[config.mk]
export PLATFORM = sky130hd
export DESIGN_NAME = irq_agg_top
export DESIGN_NICKNAME = d
export VERILOG_FILES = /design/src/rtl/irq_agg_pkg.sv /design/src/rtl/irq_wr_decode.sv /design/src/rtl/irq_enable_reg.sv /design/src/rtl/irq_pend_bank.sv /design/src/rtl/irq_req_drv.sv /design/src/rtl/irq_agg_top.sv
export SDC_FILE = /design/constraint.sdc
export NUM_CORES = 1
export LEC_CHECK = 0
export ABC_AREA = 1
export BUFFER_PORTS_ARGS = -buffer_cell sky130_fd_sc_hd__clkbuf_2
export CAP_MARGIN = 0
export CELL_PAD_IN_SITES_DETAIL_PLACEMENT = 1
export CELL_PAD_IN_SITES_GLOBAL_PLACEMENT = 1
export CORE_MARGIN = 2
export CORE_UTILIZATION = 26
export CTS_BUF_LIST = sky130_fd_sc_hd__clkbuf_8
export DETAILED_ROUTE_END_ITERATION = 7
export PLACE_DENSITY = 0.85
export SYNTH_ARGS = -nofsm -noshare
export SYNTH_HDL_FRONTEND = slang
export SYNTH_SLANG_ARGS = --single-unit
[constraint.sdc]
create_clock -name clk -period 1.08 [get_ports clk]
set_clock_uncertainty 0.1 [all_clocks]
set_input_delay 0.27 -clock clk [delete_from_list [all_inputs] [get_ports clk]]
set_output_delay 0.27 -clock clk [all_outputs]
set_load 0.01 [all_outputs]
[src/rtl/irq_agg_pkg.sv]
package irq_agg_pkg;
  // number of interrupt sources and register geometry
  localparam int unsigned SRC_N    = 5;
  localparam int unsigned REG_W    = 16;
  localparam int unsigned CLR_BASE = 8;
endpackage

[src/rtl/irq_wr_decode.sv]
module irq_wr_decode #(
  parameter int unsigned N_SRC    = irq_agg_pkg::SRC_N,
  parameter int unsigned DATA_W   = irq_agg_pkg::REG_W,
  parameter int unsigned CLR_OFS  = irq_agg_pkg::CLR_BASE,
  localparam int unsigned LANES   = DATA_W / 8,
  localparam int unsigned CLR_LN  = CLR_OFS / 8
) (
  input  logic              wr_en,
  input  logic [LANES-1:0]  wr_be,
  input  logic [DATA_W-1:0] wr_data,
  output logic              en_load,
  output logic [N_SRC-1:0]  en_val,
  output logic [N_SRC-1:0]  clr_vec
);
  logic unused_data;

  // low lane carries enables, lane holding CLR_OFS carries clears
  assign en_load = wr_en & wr_be[0];
  assign en_val  = wr_data[N_SRC-1:0];

  always_comb begin
    clr_vec = '0;
    if (wr_en && wr_be[CLR_LN])
      clr_vec = wr_data[CLR_OFS +: N_SRC];
  end

  assign unused_data = ^wr_data;
endmodule

[src/rtl/irq_enable_reg.sv]
module irq_enable_reg #(
  parameter int unsigned N_SRC = irq_agg_pkg::SRC_N
) (
  input  logic             clk,
  input  logic             rst,
  input  logic             en_load,
  input  logic [N_SRC-1:0] en_val,
  output logic [N_SRC-1:0] en_q
);
  always_ff @(posedge clk) begin
    if (rst)          en_q <= '0;
    else if (en_load) en_q <= en_val;
  end


  en_load_chk: assert property (@(posedge clk) disable iff (rst)
    en_load |=> (en_q == $past(en_val)));


  en_hold_chk: assert property (@(posedge clk) disable iff (rst)
    !en_load |=> $stable(en_q));
endmodule

[src/rtl/irq_pend_bank.sv]
module irq_pend_bank #(
  parameter int unsigned N_SRC = irq_agg_pkg::SRC_N
) (
  input  logic             clk,
  input  logic             rst,
  input  logic             global_en,
  input  logic [N_SRC-1:0] src_evt,
  input  logic [N_SRC-1:0] en_q,
  input  logic [N_SRC-1:0] clr_vec,
  output logic [N_SRC-1:0] pend_q
);
  for (genvar i = 0; i < N_SRC; i++) begin : g_bit
    logic set_i;
    assign set_i = src_evt[i] & en_q[i] & global_en;

    // set has priority over a clear in the same cycle
    always_ff @(posedge clk) begin
      if (rst)             pend_q[i] <= 1'b0;
      else if (set_i)      pend_q[i] <= 1'b1;
      else if (clr_vec[i]) pend_q[i] <= 1'b0;
    end


    set_wins_chk: assert property (@(posedge clk) disable iff (rst)
      (src_evt[i] && en_q[i] && global_en) |=> pend_q[i]);


    no_spurious_chk: assert property (@(posedge clk) disable iff (rst)
      (!pend_q[i] && !(src_evt[i] && en_q[i] && global_en)) |=> !pend_q[i]);


    clr_effect_chk: assert property (@(posedge clk) disable iff (rst)
      (clr_vec[i] && !(src_evt[i] && en_q[i] && global_en)) |=> !pend_q[i]);


    sticky_chk: assert property (@(posedge clk) disable iff (rst)
      (pend_q[i] && !clr_vec[i]) |=> pend_q[i]);
  end


  rst_clear_chk: assert property (@(posedge clk)
    rst |=> (pend_q == '0));
endmodule

[src/rtl/irq_req_drv.sv]
module irq_req_drv #(
  parameter int unsigned N_SRC = irq_agg_pkg::SRC_N
) (
  input  logic             clk,
  input  logic             rst,
  input  logic [N_SRC-1:0] pend_q,
  output logic             irq_req
);
  always_ff @(posedge clk) begin
    if (rst) irq_req <= 1'b0;
    else     irq_req <= |pend_q;
  end
endmodule

[src/rtl/irq_agg_top.sv]
module irq_agg_top #(
  parameter int unsigned N_SRC   = irq_agg_pkg::SRC_N,
  parameter int unsigned DATA_W  = irq_agg_pkg::REG_W,
  parameter int unsigned CLR_OFS = irq_agg_pkg::CLR_BASE,
  localparam int unsigned LANES  = DATA_W / 8
) (
  input  logic              clk,
  input  logic              rst,
  input  logic              global_en,
  input  logic [N_SRC-1:0]  src_evt,
  input  logic              wr_en,
  input  logic [LANES-1:0]  wr_be,
  input  logic [DATA_W-1:0] wr_data,
  output logic [DATA_W-1:0] rd_data,
  output logic              irq_req
);
  logic             en_load;
  logic [N_SRC-1:0] en_val;
  logic [N_SRC-1:0] clr_vec;
  logic [N_SRC-1:0] en_q;
  logic [N_SRC-1:0] pend_q;

  irq_wr_decode #(.N_SRC(N_SRC), .DATA_W(DATA_W), .CLR_OFS(CLR_OFS)) i_dec (
    .wr_en(wr_en), .wr_be(wr_be), .wr_data(wr_data),
    .en_load(en_load), .en_val(en_val), .clr_vec(clr_vec)
  );

  irq_enable_reg #(.N_SRC(N_SRC)) i_en (
    .clk(clk), .rst(rst), .en_load(en_load), .en_val(en_val), .en_q(en_q)
  );

  irq_pend_bank #(.N_SRC(N_SRC)) i_pend (
    .clk(clk), .rst(rst), .global_en(global_en), .src_evt(src_evt),
    .en_q(en_q), .clr_vec(clr_vec), .pend_q(pend_q)
  );

  irq_req_drv #(.N_SRC(N_SRC)) i_req (
    .clk(clk), .rst(rst), .pend_q(pend_q), .irq_req(irq_req)
  );

  // read view is the pending state only
  assign rd_data = {{(DATA_W-N_SRC){1'b0}}, pend_q};


  req_raise_chk: assert property (@(posedge clk) disable iff (rst)
    (|pend_q) |=> irq_req);


  req_drop_chk: assert property (@(posedge clk) disable iff (rst)
    (pend_q == '0) |=> !irq_req);


  rd_upper_zero_chk: assert property (@(posedge clk) disable iff (rst)
    rd_data[DATA_W-1:N_SRC] == '0);
endmodule

Word-level counts from Yosys, hierarchy flattened
Index checks and enable logic that the tools add are counted.
- add/sub/neg operators: 0
- $mul: 0
- divide/modulo/power cells: 0
- magnitude comparators: 0
- eq/ne operators: 0
- shift operators: 0
- muxes and demuxes: 11
- bitwise gates (word level): 11
- reduce and logical (&&, ||, !) cells: 7
- operator list (kind ; count):
    bitwise AND 1 bit ; 11
    2-to-1 mux 1 bit ; 10
    nonzero test 2 bit ; 5
    2-to-1 mux 5 bit ; 1
    OR reduction 5 bit ; 1
    logical AND 1 bit ; 1
- bits in registers: 11
- bits in latches: 0
- RAM bits: 0
- ROM bits: 0
- output and inout bits: 17
- word-level logic and storage cells: 36
- memories: 0

Depth between registers and ports, before layout
Gate-level depths: netlist of the first run.
- depth in word-level cells: 4
- mapped depth: 4

Hierarchy
Synthesis of the first run repeated with hierarchy kept, for this count alone.
- cell total of the unflattened synthesis: 95
- area, all modules: 619.3 µm²
- modules (own cells, without submodules) (module ; instances ; cells each ; area each (µm²) ; seq. area each (µm²)):
    irq_enable_reg ; 1 ; 32 ; 209.0 ; 100.1
    irq_pend_bank ; 1 ; 25 ; 187.7 ; 100.1
    irq_wr_decode ; 1 ; 18 ; 88.8 ; 0.0
    irq_agg_top ; 1 ; 12 ; 86.3 ; 0.0
    irq_req_drv ; 1 ; 8 ; 47.5 ; 20.0

Worst setup path before layout of the first run
No wires, ideal clock.
- kind: reg2reg
- from: register i_pend.pend_q[2]
- to: register i_req.irq_req
- arrival time: 0.580 ns
- data required time: 0.871 ns
- slack: 0.291 ns
- cell stages (with the launch flop): 5
- path buffers: 0
- period minus slack after synthesis: 0.789 ns
- path through: dfxtp_1 -> nor2_1 -> nand3b_1 -> nand2_1 -> inv_1
- longest elaborated chain between the ends: 1
- ends and longest elaborated chain (what ; line ; text):
    from (decl) ; irq_pend_bank.sv:10 ; output logic [N_SRC-1:0] pend_q
    from (signal, indexed assignment) ; irq_pend_bank.sv:18 ; if (rst) pend_q[i] <= 1'b0;
    from (signal, indexed assignment) ; irq_pend_bank.sv:19 ; else if (set_i) pend_q[i] <= 1'b1;
    from (signal, indexed assignment) ; irq_pend_bank.sv:20 ; else if (clr_vec[i]) pend_q[i] <= 1'b0;
    OR reduction 5 bit ; irq_req_drv.sv:11 ; else irq_req <= |pend_q;
    to (signal assigned) ; irq_req_drv.sv:11 ;
    to (decl) ; irq_req_drv.sv:7 ; output logic irq_req
No other way between the ends.
A chain may end at the register's enable or synchronous reset.

Worst setup path in the final report of the first run
- from: register i_pend.pend_q[1]
- to: output port rd_data[1]
- RTL lines (what ; line ; text):
    to (decl) ; irq_agg_top.sv:14 ; output logic [DATA_W-1:0] rd_data,
No word-level cell between the ends.

==> reports/qor.yml, run 1 <==
detailed_routing:
  drc: 0
  wl_per_cell_microns: 10.1
  vias_per_cell: 4.12
  dr.pass1.iters: 1
  dr.first_iter.drc_count: 0
  detail-route-antenna-nets: 0
  num_vias: 494
  routed_wl_microns: 1210
pwr:
  p_sw_w: 0.000226
  p_total_w: 0.000959
  power.leakage_nw: 0.343
  combPwrFrac_pct: 13.2
  p_seq_share_pct: 45.9
  p_int_w: 0.000733
  peakVddDrop_v: 0.000376
  switching_share_pct: 23.6
  pwr-share-clk_pct: 40.9
  p_per_area_nw_per_um2: 1370
grt:
  grt_pass1_wl_microns: 1910
  antenna_found_initial: 0
  grt_use_met1_pct: 13.2
  grt_max_degree: 7
  use_met3_pct: 3.40
  grt.overflow.total: 0
  use_met2_pct: 20.8
  grt_pass1_vias: 494
  top_usage_layer: "met2"
  grt_usage_pct: 12.3
critical_path:
  worst-setup-path-type: "reg2out"
  cpPeakStageDelay_ps: 340
  cp.arrival_ps: 680
  cp_slowest_cell: "dfxtp_2"
  crit_path_start_kind: "register"
  cp_num_buf_inv: 1
  end_kind: "output pin"
  path_cells: "buf_6"
  crit_family: "flip-flops"
  path_max_fanout: 3
  required_ps: 710
sta:
  finalHoldViolCount: 0
  setup_slack_ps: 32.6
  fmax_ghz: 0.955
  hold_slack_ps: 178
  finalCriticalPeriod_ps: 1050
  drv_slew: 0
  timing.final.crit_share_pct: 97.0
  tns_ps: 0
  rsz0062_at_grt: "false"
  finalSetupViolations: 0
clock_tree:
  post-cts-setup-buffers: 0
  clkTransAtPathRegs_ps: 50
  clk-insertion-delay-late_ps: 240
  clk_path_buf_depth: 2
  cts.sinks: 11
  cts_tree: "done"
  hold_buffers: 0
  cts_buffers: 3
  ctsHtreeMaxLevel: 1
  cts-root-buf: "clkbuf_8"
final_layout:
  n_antenna_cell: 0
  nFillCells: 235
  drive_gt1_share_pct: 37.9
  stdcell_count: 120
  syn_to_final_growth_pct: 39.8
  final_nets: 123
yosys:
  yosys_register_bits: 11
  syn_avg_cell_area_sq_um: 7.58
  ys_seq_area_share_pct: 44.0
  syn_area_sq_um: 500
  synth_cell_type_count: 12
  yosysWarnings: 0
  syn_inst: 66
floorplanning:
  start_util_pct: 28.4
  fp.coreArea_sq_um: 1760
  row_count: 15
  die_h_microns: 47.9
  ioPinCount: 44
  die_width_microns: 47.9
  die_area_sq_um: 2290
hold_path:
  hold_class: "in2reg"
place:
  gp_congestion: 0.747
  pre_cts_ws_ps: 60.4
  placed_cells: 116
  dp_hpwl_microns: 1030
  io_buffer_count: 26
flow_run:
  cap_violations: 0
outcome:
  status: "complete, no violations"
[power by group through the flow]
| stage | clock network (W) | logic [W] | registers (W) |
|---|---|---|---|
| after floorplan | 0 | 0.0000854 | 0.000447 |
| after global placement | 0 | 0.000118 | 0.000445 |
| after detailed placement | 0 | 0.000122 | 0.000446 |
| after CTS | 0.000407 | 0.000123 | 0.000439 |
| after global routing | 0.000431 | 0.000147 | 0.000442 |
| final | 0.000392 | 0.000127 | 0.000440 |
[registers in the layout (all words and copies together), names as in the netlist]
name and cells:
i_en.en_q 5, i_req.irq_req 1, i_pend.pend_q 5
[final cells by class]
cell class	instances	area, sq um	area share (%)
Sequential cell	11	226	32.4
Inverter	3	12.5	1.79
Tap cell	25	31.3	4.47
Clock buffer	3	41.3	5.90
Multi-Input combinational cell	51	223	31.8
Timing Repair Buffer	26	161	23.1
Clock inverter	1	3.75	0.537
[repair_timing]
| item | CTS | global route |
|---|---|---|
| gates resized for setup | 5 | 10 |
| gates cloned | 0 | 0 |
| endpoints found under the setup margin | 5 | 5 |
[path summary, 6_finish.rpt]
kind	from	end	slack (ps)	cells after the start
worst max-delay path	i_pend.pend_q[1]$_SDFFE_PP0P_	rd_data[1]	30	1
worst min register to register	i_en.en_q[3]$_SDFFE_PP0P_	i_pend.pend_q[3]$_SDFFE_PP0P_	370	2
worst min-delay path	rst	i_pend.pend_q[2]$_SDFFE_PP0P_	180	2
worst max register to register	i_pend.pend_q[2]$_SDFFE_PP0P_	i_req.irq_req$_SDFF_PP0_	270	4
[kinds of logic (layout without fill, tap and decap cells)]
logic type | Yosys count | in the layout | share of synthesized area, %
simple gates | 30 | 30 | 26.3
buf+inv | 14 | 33 | 19.0
flops | 11 | 11 | 44.0
compound gates | 10 | 10 | 10.0
other cells | 1 | 11 | 0.749
[per-layer routing]
layer  share of wire, %  wire, microns
met5                  0              0
met4                2.5             30
met3                 11            129
met2                 48            575
met1                 39            472
[cell usage after synthesis, drive strengths merged]
library cell	number	area, sq um
o21ai	5	25.0
clkinv	1	5.00
inv	2	7.51
dfxtp	11	220
conb	1	3.75
buf	11	82.6
nand3	10	50.1
nand3b	1	7.51
nand2	7	28.8
nor2	12	45.0
a21oi	5	25.0
[cell usage in the layout, fill, tap and decap left out]
cell type  instances
a21oi_1            5
clkbuf_2          21
inv_1              3
clkinv_2           1
nand2_2            1
conb_1            11
dfxtp_1            6
clkbuf_8           3
dfxtp_2            5
o21ai_0            5
buf_6              5
nand3b_1           1
nor2_1            12
nand3_1           10
nand2_1            6
[stage by stage]
step | util (%) | cell area, sq um
2_1_floorplan | - | 538
3_3_place_gp | 35.0 | 617
3_5_place_dp | 35.0 | 617
4_1_cts | 37.9 | 668
5_1_grt | 39.6 | 699
6_report | 39.6 | 699
(Power assumes the default switching activity.)
==> inputs of run 2 (changes only) <==
- ABC_AREA: 1 -> not set
- CORE_ASPECT_RATIO: not set -> 1.5
- CORE_UTILIZATION: 26 -> 30
==> reports/qor.yml, run 2 <==
floorplanning:
  ioPinCount: 44
  fp.coreArea_sq_um: 1850
  die_h_microns: 58.8
  start_util_pct: 32.4
  row_count: 19
  die_width_microns: 40.5
  die_area_sq_um: 2380
place:
  pre_cts_ws_ps: 18.7
  gp_congestion: 0.597
  io_buffer_count: 26
  dp_hpwl_microns: 1040
yosys:
  synth.top_cell.area_share_pct: 36.7
  syn_avg_cell_area_sq_um: 9.38
  yosysMostFrequentCell: "buf_4"
  synthFlopType: "dfxtp_1"
  synthArstFlopShare_pct: 0
  yosysTopAreaCell: "dfxtp_1"
  synthTopCellsByCount: "12 x buf_4, 11 x dfxtp_1"
  ys_seq_area_share_pct: 36.7
  yosysWarnings: 0
  synth_edf_count: 0
  yosys_register_bits: 11
  syn_area_sq_um: 601
  syn_inst: 64
  synth_cell_type_count: 16
  ys_top_cells_by_area: "dfxtp_1 37%, buf_4 15%, a21bo_1 8.3%"
hold_path:
  hp-start: "wr_data[4]"
  hold_class: "in2reg"
grt:
  grt_pass1_vias: 528
  grt.overflow.total: 0
  grt_pass1_wl_microns: 2150
  antenna_found_initial: 0
  grt_max_degree: 16
  grt_usage_pct: 13.5
sta:
  drv_slew: 0
  fmax_ghz: 0.942
  rsz0062_at_grt: "true"
  finalCriticalPeriod_ps: 1060
  finalHoldViolCount: 0
  finalSetupViolations: 0
  timing.final.crit_share_pct: 98.3
  setup_slack_ps: 18.9
detailed_routing:
  dr.first_iter.drc_count: 5
  dr.pass1.iters: 3
  wl_per_cell_microns: 12.9
  routed_wl_microns: 1460
  route.met2.wl_microns: 733
  wl_met3_microns: 129
  drc: 0
  num_vias: 543
  vias_per_cell: 4.81
  detail-route-antenna-nets: 0
  top_layer: "met4"
  drt-met1-wl_microns: 550
outcome:
  status: "complete, no violations"
critical_path:
  end_kind: "output pin"
  path_cells: "buf_6"
  crit_family: "flip-flops"
  setup.worst_path.start: "i_pend.pend_q[4]$_SDFFE_PP0P_"
  cp_slowest_cell: "dfxtp_2"
  cpPeakStageDelay_ps: 350
  cp.arrival_ps: 690
  cp_num_buf_inv: 1
  reg2reg_slack_ps: 70
  path_max_fanout: 3
  required_ps: 710
  crit_path_start_kind: "register"
  r2r-start: "i_pend.pend_q[3]$_SDFFE_PP0P_"
  worst-setup-path-type: "reg2out"
pwr:
  p_per_area_nw_per_um2: 1240
  power.leakage_nw: 0.363
  peakVddDrop_v: 0.000409
clock_tree:
  cts.sinks: 11
  hold_buffers: 0
  clk_path_buf_depth: 2
  cts_buffers: 3
  clk-insertion-delay-late_ps: 240
  cts-root-buf: "clkbuf_8"
  cts_tree: "done"
  ctsHtreeMaxLevel: 1
  clkTransAtPathRegs_ps: 50
final_layout:
  final_nets: 120
  largestRegisters: "i_en.en_q: 5 flops, i_pend.pend_q: 5 flops, i_req.irq_req: 1 flops"
  most-common-layout-cells: "22 x clkbuf_2, 11 x conb_1, 6 x dfxtp_1"
  drive_gt1_share_pct: 50.0
  syn_to_final_growth_pct: 29.8
  n_antenna_cell: 0
  final_util_pct: 42.0
  mostFrequentLayoutCell: "clkbuf_2"
flow_run:
  cap_violations: 0
==> run 2: cell count changes in the layout (fill, tap and decap cells not counted), moves of 5 or more <==
cell / previous run / this run
nand2b_1: 0 / 5
nor2_1: 12 / 1
a21oi_2: 0 / 5
nand3_1: 10 / 5
and3_2: 0 / 5
nand2_1: 6 / 0
a21bo_1: 0 / 5
nand4b_1: 0 / 5
==> run 2: area by class of cell <==
| type | count | area [sq um] |
|---|---|---|
| Multi-Input combinational cell | 49 | 312 |
| Clock inverter | 1 | 3.75 |
| Tap cell | 21 | 26.3 |
| Timing Repair Buffer | 28 | 170 |
| Fill cell | 230 | 1070 |
| Sequential cell | 11 | 226 |
| Clock buffer | 3 | 41.3 |
==> run 2: logic make-up (layout without fill, tap and decap cells) <==
logic type	Yosys count	count (layout)	synth area share, %
and+or+nand+nor	22	22	24.4
AOI/OAI and AO/OA	16	16	20.6
buffers and inverters	14	32	17.7
DFF	11	11	36.7
other	1	11	0.624
==> run 2: timing repair <==
action,4_1_cts,5_1_grt
setup endpoints to repair,5,4
setup buffers,1,0
resized for setup,5,8
==> run 2: power breakdown <==
group,switching [W],internal [W],leakage (nW)
clock network,0.000158,0.000250,0.0269
registers,0.00000773,0.000421,0.0919
logic,0.0000707,0.0000619,0.244
==> run 2: final timing paths <==
path | endpoint | depth (start not counted)
worst max-delay path | rd_data[4] | 1
worst min-delay path | i_en.en_q[4]$_SDFFE_PP0P_ | 3
worst max register to register | i_req.irq_req$_SDFF_PP0_ | 3
worst min register to register | i_pend.pend_q[1]$_SDFFE_PP0P_ | 2
==> run 2: per-stage QoR <==
stage	instance area, sq um	cells	power, W	hold WS (ps)	setup TNS [ps]
2_1_floorplan	638	74	0.000540	326	0
3_3_place_gp	696	108	0.000559	370	0
3_5_place_dp	696	108	0.000562	381	0
4_1_cts	754	113	0.000976	166	-6.56
5_1_grt	779	113	0.00102	177	-14.0
6_report	779	113	0.000969	165	0
==> run 2: metal layers <==
metal | global-route usage (%) | vias up
met4 | 10.0 | 0
met5 | 0 | -
met2 | 24.3 | 31
met3 | 2.26 | 5
li1 | - | 258
met1 | 12.4 | 249
